### config.mk
export PLATFORM = sky130hd
export DESIGN_NAME = scan_mask_compactor
export DESIGN_NICKNAME = d
export VERILOG_FILES = /design/src/rtl/scmc_pkg.sv /design/src/rtl/scan_cell_array.sv /design/src/rtl/mask_gen.sv /design/src/rtl/xor_compactor.sv /design/src/rtl/pi_guard.sv /design/src/rtl/scan_mask_compactor.sv
export SDC_FILE = /design/constraint.sdc
export NUM_CORES = 1
export LEC_CHECK = 0
export BUFFER_PORTS_ARGS = -buffer_cell sky130_fd_sc_hd__buf_2
export CELL_PAD_IN_SITES_DETAIL_PLACEMENT = 1
export CELL_PAD_IN_SITES_GLOBAL_PLACEMENT = 2
export CORE_MARGIN = 2
export CORE_UTILIZATION = 24
export CTS_CLUSTER_DIAMETER = 30
export DETAILED_ROUTE_END_ITERATION = 7
export PLACE_DENSITY = 0.87
export SETUP_SLACK_MARGIN = 0.02
export SYNTH_ARGS = -nofsm -noshare
export SYNTH_HDL_FRONTEND = slang
export SYNTH_SLANG_ARGS = --single-unit
### constraint.sdc
create_clock -name clk -period 1.6 [get_ports clk]
set_input_delay 0.4 -clock clk [delete_from_list [all_inputs] [get_ports clk]]
set_output_delay 0.4 -clock clk [all_outputs]
set_load 0.01 [all_outputs]
### src/rtl/scmc_pkg.sv
package scmc_pkg;
    localparam int DEF_N_CHAINS  = 8;
    localparam int DEF_CHAIN_LEN = 8;
    localparam int DEF_PI_W      = 32;
    localparam int DEF_SEED_W    = 16;
    // feedback taps 15,13,12,10: maximal length for 16 bits
    localparam logic [DEF_SEED_W-1:0] DEF_TAPS = 16'hB400;
endpackage

### src/rtl/scan_cell_array.sv
module scan_cell_array #(
    parameter int N = 8,
    parameter int L = 8,
    localparam int W = N * L
) (
    input  logic         clk,
    input  logic         rst,
    input  logic         test_mode,
    input  logic         capture,
    input  logic         shift_en,
    input  logic [W-1:0] func_d,
    input  logic [N-1:0] scan_in,
    output logic [W-1:0] state_q,
    output logic [N-1:0] tail
);
    typedef struct packed {
        logic [W-1:0] cells;
    } st_t;

    st_t st_d, st_q;

    always_comb begin
        st_d = st_q;
        if (test_mode && shift_en) begin
            for (int c = 0; c < N; c++) begin
                for (int j = L - 1; j > 0; j--) begin
                    st_d.cells[c*L+j] = st_q.cells[c*L+j-1];
                end
                st_d.cells[c*L] = scan_in[c];
            end
        end else if (!test_mode && capture) begin
            st_d.cells = func_d;
        end
    end

    always_ff @(posedge clk) begin
        if (rst) st_q <= '0;
        else     st_q <= st_d;
    end

    assign state_q = st_q.cells;

    generate
        for (genvar g = 0; g < N; g++) begin : g_tail
            assign tail[g] = st_q.cells[g*L+L-1];

            // head cell takes the chain's serial input on a shift
            a_r2_head_loads: assert property (@(posedge clk) disable iff (rst)
                (test_mode && shift_en) |=> (st_q.cells[g*L] == $past(scan_in[g])));
        end
    endgenerate

    // normal-mode capture loads functional data
    a_r1_capture: assert property (@(posedge clk) disable iff (rst)
        (!test_mode && capture) |=> (state_q == $past(func_d)));

    // capture ignored in test mode when not shifting
    a_r3_hold: assert property (@(posedge clk) disable iff (rst)
        (test_mode && !shift_en) |=> $stable(state_q));
endmodule

### src/rtl/mask_gen.sv
module mask_gen #(
    parameter int N      = 8,
    parameter int PI_W   = 32,
    parameter int SEED_W = 16,
    parameter logic [SEED_W-1:0] TAPS = 16'hB400
) (
    input  logic              clk,
    input  logic              rst,
    input  logic              seed_load,
    input  logic [SEED_W-1:0] seed,
    input  logic              mix_pi,
    input  logic [PI_W-1:0]   pi,
    input  logic              advance,
    output logic [N-1:0]      mask
);
    typedef struct packed {
        logic [SEED_W-1:0] lfsr;
    } st_t;

    st_t st_d, st_q;
    logic [SEED_W-1:0] pi_fold;
    logic [SEED_W-1:0] seed_mix;
    logic              fb;

    always_comb begin
        pi_fold = '0;
        for (int i = 0; i < PI_W; i++) begin
            pi_fold[i % SEED_W] = pi_fold[i % SEED_W] ^ pi[i];
        end
        seed_mix = mix_pi ? (seed ^ pi_fold) : seed;
        if (seed_mix == '0) seed_mix = {{(SEED_W-1){1'b0}}, 1'b1};
    end

    assign fb = ^(st_q.lfsr & TAPS);

    always_comb begin
        st_d = st_q;
        if (seed_load)    st_d.lfsr = seed_mix;
        else if (advance) st_d.lfsr = {st_q.lfsr[SEED_W-2:0], fb};
    end

    always_ff @(posedge clk) begin
        if (rst) st_q <= '0;
        else     st_q <= st_d;
    end

    assign mask = st_q.lfsr[N-1:0];

    // without a load or a step the mask never moves
    a_r5_mask_static: assert property (@(posedge clk) disable iff (rst)
        (!seed_load && !advance) |=> $stable(mask));

    // a loaded generator state is never all zero
    a_r9_nonzero_load: assert property (@(posedge clk) disable iff (rst)
        seed_load |=> (st_q.lfsr != '0));
endmodule

### src/rtl/xor_compactor.sv
module xor_compactor #(
    parameter int N = 8
) (
    input  logic         clk,
    input  logic         rst,
    input  logic         shift,
    input  logic [N-1:0] tail,
    input  logic [N-1:0] mask,
    output logic         comp_q
);
    typedef struct packed {
        logic bit_v;
    } st_t;

    st_t st_d, st_q;
    logic [N-1:0] gated;

    assign gated = tail & mask;

    always_comb begin
        st_d = st_q;
        if (shift) st_d.bit_v = ^gated;
    end

    always_ff @(posedge clk) begin
        if (rst) st_q <= '0;
        else     st_q <= st_d;
    end

    assign comp_q = st_q.bit_v;

    // the observed bit only moves on a shift clock
    a_r11_hold: assert property (@(posedge clk) disable iff (rst)
        !shift |=> $stable(comp_q));

    // with every chain blocked the shifted-out bit is zero
    a_r4_blocked_zero: assert property (@(posedge clk) disable iff (rst)
        (shift && mask == '0) |=> !comp_q);
endmodule

### src/rtl/pi_guard.sv
module pi_guard #(
    parameter int PI_W = 32
) (
    input  logic            test_mode,
    input  logic            gate_pi,
    input  logic [PI_W-1:0] pi,
    output logic [PI_W-1:0] pi_out
);
    logic pass_n;

    always_comb begin
        pass_n = gate_pi & test_mode;
        pi_out = pi & {PI_W{~pass_n}};
    end
endmodule

### src/rtl/scan_mask_compactor.sv
module scan_mask_compactor #(
    parameter int N_CHAINS  = scmc_pkg::DEF_N_CHAINS,
    parameter int CHAIN_LEN = scmc_pkg::DEF_CHAIN_LEN,
    parameter int PI_W      = scmc_pkg::DEF_PI_W,
    parameter int SEED_W    = scmc_pkg::DEF_SEED_W,
    parameter logic [SEED_W-1:0] TAPS = scmc_pkg::DEF_TAPS,
    localparam int W = N_CHAINS * CHAIN_LEN
) (
    input  logic                clk,
    input  logic                rst,
    input  logic                test_mode,
    input  logic                capture,
    input  logic                shift_en,
    input  logic                dyn_mode,
    input  logic                gate_pi,
    input  logic                mix_pi,
    input  logic                seed_load,
    input  logic [SEED_W-1:0]   seed,
    input  logic [PI_W-1:0]     pi,
    input  logic [W-1:0]        func_d,
    input  logic [N_CHAINS-1:0] scan_in,
    output logic [PI_W-1:0]     pi_out,
    output logic [W-1:0]        state_q,
    output logic                compact_out
);
    logic                shift;
    logic [N_CHAINS-1:0] tail;
    logic [N_CHAINS-1:0] mask;

    assign shift = test_mode & shift_en;

    scan_cell_array #(.N(N_CHAINS), .L(CHAIN_LEN)) u_cells (
        .clk(clk), .rst(rst), .test_mode(test_mode), .capture(capture),
        .shift_en(shift_en), .func_d(func_d), .scan_in(scan_in),
        .state_q(state_q), .tail(tail)
    );

    mask_gen #(.N(N_CHAINS), .PI_W(PI_W), .SEED_W(SEED_W), .TAPS(TAPS)) u_mask (
        .clk(clk), .rst(rst), .seed_load(seed_load), .seed(seed),
        .mix_pi(mix_pi), .pi(pi), .advance(shift & dyn_mode), .mask(mask)
    );

    xor_compactor #(.N(N_CHAINS)) u_comp (
        .clk(clk), .rst(rst), .shift(shift), .tail(tail), .mask(mask),
        .comp_q(compact_out)
    );

    pi_guard #(.PI_W(PI_W)) u_guard (
        .test_mode(test_mode), .gate_pi(gate_pi), .pi(pi), .pi_out(pi_out)
    );

    // gated primary inputs read as zero in test mode
    a_r8_pi_blocked: assert property (@(posedge clk) disable iff (rst)
        (gate_pi && test_mode) |-> (pi_out == '0));

    // reset leaves every cell and the observed bit cleared
    a_r10_reset_clear: assert property (@(posedge clk) disable iff (rst)
        $past(rst) |-> (state_q == '0 && !compact_out));
endmodule

==> results of run 1 <==
[registers in the layout (all words and copies together), names as in the netlist]
signal and flops:
u_cells.state_q 64, u_comp.comp_q 1, u_mask.st_q 16
[timing repair]
item,4_1_cts,5_1_grt
endpoints found under the setup margin,3,0
hold buffers,0,0
gates resized for setup,1,0
endpoints found under the hold margin,0,0
[layer usage]
metal	GRT usage, %	wire (µm)	part of all wire, %
met5	0	0	0
met1	20.4	7310	45
met4	5.79	275	1.7
met3	2.87	876	5.4
met2	27.8	7740	48
[placed cells by master (no fill, tap or decap), types with 6 or more instances in the layout]
cell,instances
a211oi_1,9
a21boi_0,13
a311oi_1,65
and2_1,31
buf_12,8
buf_2,224
buf_4,30
clkbuf_16,9
dfxtp_1,81
mux2_2,6
mux2i_1,7
nand2_1,75
nand3_1,65
nand3b_1,12
nor2_1,68
nor3_1,7
nor3b_1,8
o211a_1,6
xnor2_1,12
xor2_1,17
[critical path: cells and delay by family]
kind	cells	cell delay [ns]
buffers and inverters	3	0.44
AND/OR/NAND/NOR	2	0.28
[final cells by class]
cell class | instances | share of cell area, %
diodes | 1 | 0.0395
multi-input cells | 420 | 41.1
repair buffers | 262 | 23.8
inverters | 3 | 0.178
clock buffers | 10 | 3.77
clock inverters | 6 | 1.05
flip-flops and latches | 81 | 25.6
well taps | 229 | 4.52
[path summary, 6_finish.rpt]
path                          to                start  slack (ns)
max                   pi_out[30]            test_mode        0.07
min          u_cells.state_q[52]           func_d[52]        0.34
max reg2reg       u_mask.st_q[0]      u_mask.st_q[12]        0.28
min reg2reg  u_cells.state_q[50]  u_cells.state_q[50]        0.50
[power groups by stage]
stage	clock (mW)	sequential, mW	combinational, mW
global placement	0	2.34	1.22
detailed placement	0	2.34	1.24
floorplan	0	2.36	0.605
CTS	2.22	2.30	1.25
global route	2.30	2.32	1.36
finish	2.15	2.29	1.23
[kinds of logic (layout without fill, tap and decap cells)]
group	after synthesis	count (layout)	share of synthesized area (%)
buf+inv	57	281	5.68
mux	16	16	3.83
xor+xnor	29	29	5.68
other cells	0	1	0
flops	81	81	36.3
compound gates	97	97	18.5
simple gates	278	278	30.0
[stage by stage]
step | cell area [µm²] | util (%) | hold slack, ns | std cells | setup slack [ns]
floorplan | 4470 | - | 0.514 | 558 | 0.147
global placement | 6030 | 33.2 | 0.487 | 995 | -0.160
detailed placement | 6030 | 33.2 | 0.488 | 995 | -0.191
CTS | 6330 | 34.9 | 0.322 | 1011 | 0.0630
global route | 6340 | 34.9 | 0.331 | 1012 | 0.0259
finish | 6340 | 34.9 | 0.337 | 1012 | 0.0716
==> summary.txt, run 1 <==
Logic synthesis
  – Flops & latches, synth: 81
  – Netlist cell types: 35
  – Cell Area, Synth: 0.00447 mm²
  – Synth Flop Type: dfxtp_1
  – Area share of the largest cell type after synthesis: 36.3%
  – Number of synthesized flops with an enable pin: 0
  – Most instantiated cells after synthesis: dfxtp_1, nand2_1, nor2_1
  – Yosys top cell by area: dfxtp_1
  – Count leader, synth: dfxtp_1
  – Async set-or-reset flop fraction in the synthesized netlist: 0%
  – Cells after Synth: 558
  – Synth warnings: 0
  – Post-synthesis sequential area ratio: 36.3%
  – Avg Cell Area, Syn: 8.01 µm²
  – Synthesized Nets: 687
  – Largest cells by area after synthesis: dfxtp_1, a311oi_1, nand3_1

CTS
  – CTS Sinks: 81
  – H-tree depth: 3
  – CTS buffer count: 9
  – TritonCTS clock tree: yes
  – Post-CTS setup buffers: 0
  – Max Root-Sink Buffers: 2
  – Clk_lat worst skew: 0.34 ns
  – Clk pin slew, worst setup/hold paths: 0.07 ns
  – CTS root buffer: clkbuf_16

Flow run
  – Max Cap Viol: 0

Min path
  – Hold Path Depth: 3
  – Worst hold-check path type: input pin to register

STA
  – Final setup viols: 0
  – Tmin final: 1.53 ns
  – Post-Route Setup TNS: 0 ns
  – RSZ-0062 raised after global routing: false
  – Clock Skew: 0.00693 ns
  – Fmax: 0.654 GHz
  – Slew margin rel.: 75.2%
  – Final Max Tran Viols: 0
  – Hold Violations, Final: 0
  – Final period utilization: 95.5%
  – Worst-margin pin slew: 0.372 ns

Global routing
  – First-pass GRT wire length: 26000 µm
  – Gr ovfl total: 0
  – Tot GR Track Use: 16.2%
  – Vias in the first global route: 5087
  – Largest net degree at the start of global routing: 77
  – Initial antenna violation count: 1

Route
  – Vias/cell: 4.86
  – Routed len/inst: 16.0 µm
  – Routed via count: 4923
  – WL final: 16200 µm
  – Post-DRT Antenna Nets: 0
  – Starting DRT DRC Count: 146
  – Pre-Repair DR Iteration Count: 4
  – DR DRC count: 0

Placed design
  – Gp weighted congestion: 0.748
  – Post-DP HPWL: 12200 µm
  – Buffers on Ports: 225

Critical path
  – Setup CP Type: input pin to output port
  – Startpoint Class: input pin
  – Required time at the worst-slack endpoint: 1.20 ns
  – WP data arrival: 1.13 ns
  – R2R depth: 5
  – CP Capture Type: output port
  – Largest stage delay, worst path: 0.18 ns
  – CP max-delay cell: and2_2
  – CP Max Fanout: 32
  – Worst-path cell chain: buf_4 > nand2_1 > buf_12 > and2_2 > buf_2

Die
  – I/O pin count: 226
  – DIE WIDTH: 140 µm
  – Row count: 49
  – Initial Util: 24.6%
  – Die outline area: 0.0197 mm²
  – Height of the die: 140 µm
  – Core area: 0.0181 mm²

Power and ir drop
  – Pwr Total: 5.67 mW
  – Switching Fraction: 29.4%
  – Leakage: 2.82 nW
  – Comb pwr share: 21.7%
  – PwrDens: 894 mW/mm²
  – Net switching power figure: 1.67 mW
  – Clock share of power: 37.9%
  – Worst vdd ir: 0.317 mV
  – P_int: 4.00 mW
  – Seq pwr share: 40.5%

Layout
  – Layout Area Growth over Synthesis: 41.7%
  – Number of fillers in the final layout: 2254
  – Seq. cell area: 0.00162 mm²
  – Share of cells above drive strength 1: 37.1%
  – Nets@finish: 906
  – Multi-input logic area: 0.00260 mm²

Status
  – Status: finished, final reports clean
Power figures use the tool's default switching activity.
==> run 2: changes to the inputs <==
Settings changed: CORE_MARGIN 2 to 5.
==> summary.txt, run 2 (synthesis gave the netlist of run 1 again) <==
CTS
  – TritonCTS clock tree: yes
  – CTS Sinks: 81 (unchanged)
  – CTS root buffer: clkbuf_16
  – H-tree depth: 3 (unchanged)
  – Clk pin slew, worst setup/hold paths: 0.06 ns (about the same)
  – Clk_lat worst skew: 0.34 ns (about the same)
  – Max Root-Sink Buffers: 2 (unchanged)
  – CTS buffer count: 9 (unchanged)

Layout
  – Layout Area Growth over Synthesis: 43.3%
  – Final non-filler cell area: 0.00641 mm² (+1.1%)
  – ANT cells: 0 (-1)
  – Share of cells above drive strength 1: 36.7% (-0.37 points)
  – Core Util, Final: 34.6% (-0.32 points)
  – Nets@finish: 903 (-0.33%)
  – Most frequent cells in the layout: buf_2, dfxtp_1, nand2_1, nor2_1
  – Commonest non-fill, non-tap cell in the layout: buf_2
  – Number of fillers in the final layout: 2285 (+1.4%)
  – Max reg flops: 64 (unchanged)

Critical path
  – Largest stage delay, worst path: 0.18 ns (about the same)
  – CP Max Fanout: 32 (unchanged)
  – Worst Path Buf+Inv: 3 (unchanged)
  – Critical Path Stages: 5 (unchanged)
  – Setup CP Type: input pin to output port
  – Required time at the worst-slack endpoint: 1.20 ns (about the same)
  – Worst-path cell chain: buf_4 > nand2_1 > buf_12 > and2_2 > buf_2
  – Critical Path Start: test_mode
  – Startpoint Class: input pin
  – WP data arrival: 1.12 ns (about the same)
  – R2R depth: 5 (unchanged)
  – CP top delay family: buffers and inverters
  – Worst R2R Start: u_mask.st_q[12]
  – CP Capture Type: output port
  – CP max-delay cell: and2_2

Die
  – Initial Util: 24.1% (-0.49 points)
  – Row count: 50 (+2.0%)
  – Core area: 0.0185 mm² (+2.0%)
  – DIE WIDTH: 146 µm (+4.3%)
  – Height of the die: 146 µm (+4.3%)
  – Die outline area: 0.0215 mm² (+8.7%)
  – I/O pin count: 226 (unchanged)

Global routing
  – Met2 Resource Use GR: 25.0% (-2.8 points)
  – Gr ovfl total: 0 (unchanged)
  – First-pass GRT wire length: 26700 µm (+2.8%)
  – GR met3 Demand/Resource: 4.75% (+1.9 points)
  – GRT Max-Usage Layer: met2
  – Vias in the first global route: 5158 (+1.4%)
  – Largest net degree at the start of global routing: 77 (unchanged)
  – Initial antenna violation count: 0 (-1)
  – GRT met1 Usage: 19.2% (-1.2 points)
  – Tot GR Track Use: 15.2% (-0.99 points)

Placed design
  – Gp weighted congestion: 0.801 (+7.1%)
  – Post-DP HPWL: 12500 µm (+1.9%)
  – Dpl cell area: 0.00603 mm² (+0.15%)
  – Buffers on Ports: 225 (unchanged)

STA
  – Fmax: 0.657 GHz (+0.49%)
  – Final setup viols: 0 (unchanged)
  – Final period utilization: 95.1% (-0.47 points)
  – Tmin final: 1.52 ns (-0.00744 ns)
  – Final Max Tran Viols: 0 (unchanged)
  – Clock Skew: 0.00533 ns (-0.00161 ns)
  – Hold Violations, Final: 0 (unchanged)
  – Worst-margin pin slew: 0.376 ns (+0.00429 ns)
  – RSZ-0062 raised after global routing: false
  – Slew margin rel.: 74.9% (-0.29 points)

Route
  – WL final: 16700 µm (+2.9%)
  – Routed len/inst: 16.5 µm (+2.8%)
  – Post-DRT Antenna Nets: 0 (unchanged)
  – Vias/cell: 4.85 (-0.20%)
  – Pre-Repair DR Iteration Count: 4 (unchanged)
  – DR DRC count: 0 (unchanged)
  – Routed via count: 4918 (-0.10%)
  – Starting DRT DRC Count: 216 (+48%)

Flow run
  – Max Cap Viol: 0 (unchanged)

Power and ir drop
  – Leakage: 2.85 nW (+0.88%)
  – PwrDens: 946 mW/mm² (+5.8%)
  – Worst vdd ir: 0.325 mV (+2.6%)
  – Pwr Total: 6.06 mW (+6.9%)

Min path
  – Hold Path Depth: 3 (unchanged)
  – Hold path startpoint: func_d[33]
  – Worst hold-check path type: input pin to register

Status
  – Status: finished, final reports clean
==> run 2: cell count changes in the layout (fill, tap and decap cells not counted), sizes merged <==
cell      previous run  this run
clkinvlp             3         1
buf                262       258
inv                  4         3
clkinv               1         0
bufinv               1         4
diode                1         0
clkbuf              10        12
==> run 2: tightest hold or removal path, stage by stage <==
cell and delay, ns:
buf_2 0.10, nor2_1 0.09, a311oi_1 0.05
==> run 2: area by class of cell <==
class | count | area (µm²) | share of cell area [%]
Tap cell | 234 | 293 | 4.57
Inverter | 3 | 11.3 | 0.176
Sequential cell | 81 | 1620 | 25.3
Multi-Input combinational cell | 420 | 2610 | 40.7
Clock inverter | 5 | 128 | 1.99
Clock buffer | 11 | 233 | 3.63
Timing Repair Buffer | 259 | 1510 | 23.6
==> run 2: worst paths after layout <==
| path | end | slack, ns |
|---|---|---|
| hold reg to reg | u_cells.state_q[52] | 0.50 |
| setup / recovery | pi_out[30] | 0.08 |
| hold / removal | u_cells.state_q[33] | 0.34 |
| setup reg to reg | u_mask.st_q[0] | 0.22 |
==> run 2: what timing repair did <==
item,4_1_cts,5_1_grt
setup endpoints to repair,2,1
setup buffers,0,0
gates resized for setup,1,2
hold buffers,0,0
cloned,0,0
==> run 2: per-stage QoR <==
stage / hold WS [ns] / setup slack [ns] / TNS, ns / instances
floorplan: 0.514 / 0.147 / 0 / 558
global placement: 0.485 / -0.173 / -0.272 / 997
detailed placement: 0.488 / -0.194 / -1.17 / 997
CTS: 0.322 / 0.0694 / 0 / 1013
global route: 0.329 / 0.0416 / 0 / 1013
finish: 0.341 / 0.0790 / 0 / 1013
==> run 2: metal layers <==
metal / share of wire, % / wire length [µm]
met3: 6.6 / 1100
met4: 1.2 / 194
met5: 0 / 0
met1: 46 / 7590
met2: 47 / 7790
==> run 2: power by group <==
group | internal, mW | switching, mW | total, mW
clock network | 1.68 | 0.847 | 2.53
logic | 0.580 | 0.655 | 1.24
registers | 2.17 | 0.121 | 2.29
==> run 3: changes to the inputs <==
Settings changed: CELL_PAD_IN_SITES_DETAIL_PLACEMENT 1 to unset, CELL_PAD_IN_SITES_GLOBAL_PLACEMENT 2 to unset, CORE_UTILIZATION 24 to 46, PLACE_DENSITY 0.87 to 0.89.
Clock period 1.6 ns to 1.7 ns, I/O delays scaled along.
==> summary.txt, run 3 (synthesis gave the netlist of run 1 again) <==
CTS
  – Post-CTS setup buffers: 0 (unchanged)
  – H-tree depth: 3 (unchanged)
  – CTS root buffer: clkbuf_8
  – CTS Hold Bufs: 0 (unchanged)
  – Clk pin slew, worst setup/hold paths: 0.09 ns (+0.03 ns)
  – Max Root-Sink Buffers: 2 (unchanged)
  – CTS Sinks: 81 (unchanged)
  – CTS buffer count: 9 (unchanged)
  – Post-CTS sizing: 0 (-1)
  – TritonCTS clock tree: yes
  – Clk_lat worst skew: 0.34 ns (about the same)

Die
  – Die outline area: 0.0118 mm² (-45%)
  – I/O pin count: 226 (unchanged)
  – Height of the die: 109 µm (-26%)
  – Row count: 36 (-28%)
  – DIE WIDTH: 109 µm (-26%)
  – Initial Util: 46.4% (+22 points)
  – Core area: 0.00964 mm² (-48%)

STA
  – Final Max Tran Viols: 0 (unchanged)
  – RSZ-0062 raised after global routing: false
  – Clock Skew: 0.00970 ns (+0.00437 ns)
  – Hold Violations, Final: 0 (unchanged)
  – Slew margin rel.: 74.8% (-0.16 points)
  – Post-Route Setup TNS: 0 ns (unchanged)
  – Final setup viols: 0 (unchanged)
  – Final period utilization: 94.5%
  – Tmin final: 1.61 ns
  – Worst-margin pin slew: 0.378 ns (+0.00162 ns)
  – Fmax: 0.622 GHz

Route
  – Routed via count: 4963 (+0.92%)
  – Routed len/inst: 15.9 µm (-3.6%)
  – WL final: 14300 µm (-14%)
  – Starting DRT DRC Count: 285 (+32%)
  – DR DRC count: 0 (unchanged)
  – Post-DRT Antenna Nets: 0 (unchanged)
  – Vias/cell: 5.51 (+13%)
  – Pre-Repair DR Iteration Count: 5 (+1)

Global routing
  – Gr ovfl total: 0 (unchanged)
  – Vias in the first global route: 4626 (-10%)
  – Largest net degree at the start of global routing: 77 (unchanged)
  – Tot GR Track Use: 23.0% (+7.8 points)
  – Initial antenna violation count: 0 (unchanged)
  – First-pass GRT wire length: 22000 µm (-18%)

Critical path
  – WP data arrival: 1.18 ns (+0.06 ns)
  – Startpoint Class: input pin
  – Required time at the worst-slack endpoint: 1.27 ns (+0.07 ns)
  – CP Max Fanout: 32 (unchanged)
  – R2R depth: 5 (unchanged)
  – CP Capture Type: output port
  – Setup CP Type: input pin to output port

Layout
  – Max reg flops: 64 (unchanged)
  – Non-Filler Instances: 901 (-11%)
  – Nets@finish: 892 (-1.2%)
  – ANT cells: 0 (unchanged)
  – Layout Area Growth over Synthesis: 34.9%
  – Most frequent cells in the layout: buf_2, dfxtp_1, nand2_1, nor2_1
  – Share of cells above drive strength 1: 35.8% (-0.91 points)
  – Final non-filler cell area: 0.00603 mm² (-5.9%)
  – Commonest non-fill, non-tap cell in the layout: buf_2
  – Core Util, Final: 62.6% (+28 points)

Status
  – Status: finished, final reports clean

Min path
  – Hold Path Depth: 3 (unchanged)
  – Worst hold-check path type: input pin to register

Power and ir drop
  – Leakage: 2.71 nW (-4.6%)
  – Worst vdd ir: 0.437 mV (+35%)
  – Pwr Total: 4.70 mW (-22%)
  – PwrDens: 780 mW/mm² (-18%)

Placed design
  – Placed cell count: 885 (-11%)
  – Buffers on Ports: 225 (unchanged)
  – Post-DP HPWL: 11000 µm (-12%)
  – Dpl cell area: 0.00583 mm² (-3.5%)
  – Gp weighted congestion: 0.918 (+15%)

Flow run
  – Max Cap Viol: 0 (unchanged)
-- run 3: final timing paths --
kind,start,end,slack (ns)
setup reg to reg,u_cells.state_q[7],u_comp.comp_q,0.37
setup / recovery,test_mode,pi_out[24],0.09
hold / removal,func_d[60],u_cells.state_q[60],0.37
hold reg to reg,u_cells.state_q[31],u_cells.state_q[31],0.50
-- run 3: through the flow --
stage | setup slack (ns) | hold WS, ns
floorplan | 0.198 | 0.514
global placement | 0.00201 | 0.481
detailed placement | -0.0396 | 0.487
CTS | 0.0902 | 0.351
global route | 0.0581 | 0.352
finish | 0.0928 | 0.366
-- run 3: layout make-up --
type	instances	area (µm²)
fillers	870	3610
multi-input cells	420	2600
flip-flops and latches	81	1620
repair buffers	248	1420
well taps	133	166
clock buffers	11	141
clock inverters	5	62.6
inverters	3	11.3
-- run 3: per-layer routing --
| layer | vias to the layer above | wire length, µm | track usage [%] |
|---|---|---|---|
| li1 | 2414 | - | - |
| met1 | 2300 | 5590 | 27.9 |
| met2 | 217 | 7300 | 40.0 |
| met3 | 32 | 901 | 3.22 |
| met4 | 0 | 497 | 10.9 |
| met5 | - | 0 | 0 |
-- run 3: report_power, final --
part,leakage [nW],switching [mW],internal (mW)
clock,0.0966,0.705,0.731
sequential,0.670,0.111,2.04
combinational,1.95,0.595,0.518
total,2.71,1.41,3.29
-- run 3: critical path, cell delays in order --
cell,delay [ns]
buf_2,0.15
nand2_1,0.11
buf_12,0.16
and2_1,0.18
buf_2,0.14
